===== config.mk =====
export PLATFORM = sky130hd
export DESIGN_NAME = fp_errprot_ctrl
export DESIGN_NICKNAME = d
export VERILOG_FILES = /design/src/rtl/fp_errprot_pkg.sv /design/src/rtl/fp_viol_detect.sv /design/src/rtl/fp_state_ctrl.sv /design/src/rtl/fp_errprot_ctrl.sv
export SDC_FILE = /design/constraint.sdc
export NUM_CORES = 1
export LEC_CHECK = 0
export ABC_AREA = 1
export BUFFER_PORTS_ARGS = -buffer_cell sky130_fd_sc_hd__buf_2
export CORE_AREA = 5 5 42 44
export CTS_CLUSTER_DIAMETER = 40
export DETAILED_ROUTE_END_ITERATION = 16
export DIE_AREA = 0 0 47 49
export GPL_TIMING_DRIVEN = 1
export HOLD_SLACK_MARGIN = 0.12
export PLACE_DENSITY = 0.52
export SLEW_MARGIN = 0
export SYNTH_ARGS = -nofsm -noshare
export SYNTH_HDL_FRONTEND = slang
export SYNTH_SLANG_ARGS = --single-unit

===== constraint.sdc =====
create_clock -name clk -period 1.14 [get_ports clk]
set_input_delay 0.171 -clock clk [delete_from_list [all_inputs] [get_ports clk]]
set_output_delay 0.171 -clock clk [all_outputs]
set_load 0.02 [all_outputs]

===== src/rtl/fp_errprot_pkg.sv =====
package fp_errprot_pkg;

    typedef enum logic [2:0] {
        ST_HWPROT  = 3'd0,
        ST_READ    = 3'd1,
        ST_PGM     = 3'd2,
        ST_ERRLOCK = 3'd3,
        ST_SSTBY   = 3'd4
    } fp_state_e;

    typedef struct packed {
        logic rd_en;
        logic pe_en;
    } fp_perm_t;

    function automatic fp_perm_t perm_of(fp_state_e s);
        fp_perm_t p;
        p.rd_en = (s == ST_HWPROT) || (s == ST_READ) || (s == ST_ERRLOCK);
        p.pe_en = (s == ST_PGM);
        return p;
    endfunction

endpackage


===== src/rtl/fp_viol_detect.sv =====
module fp_viol_detect
    import fp_errprot_pkg::*;
#(
    parameter int N_RD_SRC = 3
) (
    input  fp_state_e             st,
    input  logic [N_RD_SRC-1:0]   rd_req,
    input  logic                  sleep_exec,
    output logic                  viol
);
    logic              busy;
    logic [N_RD_SRC:0] hit;

    assign busy = (st == ST_PGM);

    for (genvar i = 0; i < N_RD_SRC; i++) begin : g_src
        assign hit[i] = busy & rd_req[i];
    end
    assign hit[N_RD_SRC] = busy & sleep_exec;

    assign viol = |hit;
endmodule


===== src/rtl/fp_state_ctrl.sv =====
module fp_state_ctrl
    import fp_errprot_pkg::*;
(
    input  logic      clk,
    input  logic      rst,
    input  logic      hstby_n,
    input  logic      pe_start,
    input  logic      pe_done,
    input  logic      viol,
    input  logic      sstby_req,
    input  logic      sstby_cancel,
    output fp_state_e st,
    output logic      err_flag,
    output logic      regs_clr
);
    fp_state_e nxt;

    always_comb begin
        nxt = st;
        if (!hstby_n) begin
            nxt = ST_HWPROT;
        end else begin
            case (st)
                ST_HWPROT:  nxt = ST_READ;
                ST_READ:    if (sstby_req) nxt = ST_SSTBY;
                            else if (pe_start) nxt = ST_PGM;
                ST_PGM:     if (viol) nxt = ST_ERRLOCK;
                            else if (pe_done) nxt = ST_READ;
                ST_ERRLOCK: if (sstby_req) nxt = ST_SSTBY;
                ST_SSTBY:   if (sstby_cancel) nxt = ST_READ;
                default:    nxt = ST_HWPROT;
            endcase
        end
    end

    always_ff @(posedge clk) begin
        if (rst) begin
            st       <= ST_HWPROT;
            err_flag <= 1'b0;
            regs_clr <= 1'b1;
        end else begin
            st       <= nxt;
            err_flag <= (nxt == ST_ERRLOCK);
            regs_clr <= (nxt == ST_HWPROT) || ((nxt == ST_SSTBY) && (st != ST_SSTBY));
        end
    end

    // hardware standby overrides everything
    a_r1_hw_priority: assert property (@(posedge clk) disable iff (rst)
        !hstby_n |=> (st == ST_HWPROT && !err_flag && regs_clr));

    // a violation in program/erase raises the flag
    a_r4_viol_locks: assert property (@(posedge clk) disable iff (rst)
        (viol && hstby_n) |=> (err_flag && st == ST_ERRLOCK));

    // the flag holds until standby of either kind
    a_r6_err_sticky: assert property (@(posedge clk) disable iff (rst)
        (err_flag && hstby_n && !sstby_req) |=> err_flag);

    // clear pulse lasts a single standby cycle
    a_r7_clr_single: assert property (@(posedge clk) disable iff (rst)
        (st == ST_SSTBY && hstby_n && !sstby_cancel) |=> !regs_clr);

    // leaving standby lands in normal read with the flag low
    a_r8_cancel_read: assert property (@(posedge clk) disable iff (rst)
        (st == ST_SSTBY && hstby_n && sstby_cancel) |=> (st == ST_READ && !err_flag));
endmodule


===== src/rtl/fp_errprot_ctrl.sv =====
module fp_errprot_ctrl
    import fp_errprot_pkg::*;
#(
    parameter int N_RD_SRC = 3
) (
    input  logic                clk,
    input  logic                por_n,
    input  logic                hstby_n,
    input  logic                pe_start,
    input  logic                pe_done,
    input  logic [N_RD_SRC-1:0] rd_req,
    input  logic                sleep_exec,
    input  logic                sstby_req,
    input  logic                sstby_cancel,
    output logic                rd_en,
    output logic                pe_en,
    output logic                err_flag,
    output logic                regs_clr
);
    logic      rst;
    logic      viol;
    fp_state_e st;
    fp_perm_t  perm;

    assign rst = !por_n;

    fp_viol_detect #(.N_RD_SRC(N_RD_SRC)) u_viol (
        .st         (st),
        .rd_req     (rd_req),
        .sleep_exec (sleep_exec),
        .viol       (viol)
    );

    fp_state_ctrl u_fsm (
        .clk          (clk),
        .rst          (rst),
        .hstby_n      (hstby_n),
        .pe_start     (pe_start),
        .pe_done      (pe_done),
        .viol         (viol),
        .sstby_req    (sstby_req),
        .sstby_cancel (sstby_cancel),
        .st           (st),
        .err_flag     (err_flag),
        .regs_clr     (regs_clr)
    );

    assign perm  = perm_of(st);
    assign rd_en = perm.rd_en;
    assign pe_en = perm.pe_en;

    // reading and programming are never granted together
    a_r3_perm_excl: assert property (@(posedge clk) disable iff (rst)
        !(rd_en && pe_en));

    // while the flag is set, programming stays locked
    a_r6_lock_pe: assert property (@(posedge clk) disable iff (rst)
        err_flag |-> (!pe_en && rd_en));
endmodule


==> flow_summary.yaml <==
placement:
  place_congestion: 0.739
  portBuffers: 14
  dp_hpwl_um: 526
critical_path:
  cp.required_ps: 970
  end_kind: "output port"
  worstPathArrival_ps: 950
  critPathKind: "reg2out"
  start_kind: "flop"
  crit_fanout: 5
  r2r_start: "u_fsm.st[1]"
  critPathLaunch: "u_fsm.st[1]"
global_routing:
  antenna_found_initial: 0
  grt_pass1_vias: 276
  overflow: 0
  grt_max_degree: 6
  grt_pass1_wl_um: 1060
  gr-usage-all-layers_pct: 6.40
cts:
  cts_made_buffers: 3
  clk_path_buf_depth: 2
  cts.sinks: 5
  clk_latency_ps: 240
  cts_root_buffer: "clkbuf_4"
  cts.clk_slew.worst_paths_ps: 40
  ctsHtreeMaxLevel: 1
  cts_tree: "yes"
route:
  antenna_left: 0
  wirelength_um: 617
  vias: 312
  wl_per_cell_um: 7.91
  viasPerCell: 4.00
  drc: 0
  drtIter0Drc: 4
  dr.pass1.iters: 2
logic_synthesis:
  yosysSeqAreaShare_pct: 35.7
  ys_seq_elements: 5
  syn_area_um2: 280
  synthDistinctLibCells: 12
  synth_fp_nets: 55
  avgSynthCellArea_um2: 6.37
  yosys_warnings: 0
  syn_inst: 44
timing:
  finalHoldViolations: 0
  slew_viol_final: 0
  fin_crit_sh_pct: 98.2
  tightest_slew_ps: 170
  slew_headroom_pct: 88.6
  fin_hold_ws_ps: 134
  layout_min_cycle_time_ps: 1120
  clock_skew_ps: 0.896
  fmax_mhz: 894
  setup_viol: 0
  fin_tns_setup_ps: 0
  rsz0062_at_grt: "yes"
final_layout:
  drive_gt1_share_pct: 45.2
  fill_cells: 165
  multi_input_area_um2: 158
  antenna_cells: 0
  nets: 74
  seqCellArea_um2: 109
  syn_to_final_growth_pct: 49.1
die:
  num_rows: 14
  num_io_pins: 15
  initial_core_util_pct: 20.0
  die_w_um: 47
  core_region_area_um2: 1400
  die_y_um: 49
  dieArea_um2: 2300
power_and_ir_drop:
  leakage_uw: 0.000219
  powerDensity_nw_per_um2: 1080
  totalPowerFinal_uw: 452
  vdd_drop_max_v: 0.000549
status:
  run_status: "completed"
flow_run:
  cap_violations: 0
worst_hold_path:
  worstHoldStart: "por_n"
  hp-class: "in2reg"
## through the flow
step / instances / cell area, um^2 / setup WS (ps) / utilization [%]
after floorplan: 44 / 280 / 39.6 / -
after global placement: 74 / 370 / 129 / 26.4
after detailed placement: 74 / 370 / 143 / 26.4
after CTS: 78 / 413 / 2.70 / 29.5
after global routing: 78 / 418 / -27.4 / 29.8
final: 78 / 418 / 20.9 / 29.8
## cells in the mapped netlist (all sizes together)
master,count,area [um^2]
o21ai,1,8.76
nand2,13,48.8
dfxtp,5,100
a21oi,3,18.8
nor2,8,35.0
inv,7,26.3
o211ai,1,7.51
nor3,1,10.0
nand3,5,25.0
## kinds of logic after synthesis
logic type	count (synthesis)	share of synthesized area, %
DFF	5	35.7
buffers and inverters	7	9.37
AOI/OAI and AO/OA	5	12.5
and+or+nand+nor	27	42.4
## worst paths after layout
path / end / slack [ps] / depth (start not counted)
min reg2reg: u_fsm.st[2] / 610 / 4
min: u_fsm.regs_clr / 130 / 2
max reg2reg: u_fsm.regs_clr / 180 / 5
max: pe_en / 20 / 3
## flip-flops by register name, summed over array words and instances (netlist names)
name            count
u_fsm.st            3
u_fsm.regs_clr      1
u_fsm.err_flag      1
## layout by cell type (no fill, tap or decap), types with 3 or more instances in the layout
cell      netlist  final
nand2_1        13     13
clkbuf_4        0      3
inv_1           6      5
buf_2           0     12
nand3_1         5      5
nor2_1          6      6
## worst max-delay path, stage by stage (launching register included)
cell	delay [ps]
dfxtp_4	370
inv_2	50
nor3_2	120
buf_4	170
## routing by layer
metal | part of all wire [%] | track usage [%] | vias to the layer above | wire length, um
li1 | - | - | 172 | -
met1 | 44 | 8.33 | 128 | 269
met2 | 43 | 7.69 | 12 | 265
met3 | 13 | 5.90 | 0 | 82
met4 | 0 | 1.38 | 0 | 0
met5 | 0 | 0 | - | 0
## layout make-up
| class | instances | area share (%) |
|---|---|---|
| timing repair buffer | 14 | 18.9 |
| tap | 16 | 4.79 |
| inverter | 7 | 6.29 |
| clock buffer | 4 | 6.29 |
| multi-input combinational | 32 | 37.7 |
| sequential | 5 | 26.0 |
## repair_timing
item                                    4_1_cts  5_1_grt
hold buffers                                  0        0
endpoints found under the setup margin        2        2
hold endpoints to repair                      0        0
pin swaps                                     0        1
resized for setup                             7        3
setup buffers                                 0        0
## report_power, final
group	switching [uW]	internal, uW
Sequential	5.39	179
Clock	71.2	132
Combinational	35.5	28.8
Total	112	340
No activity file was read; power rests on OpenSTA's default activity.
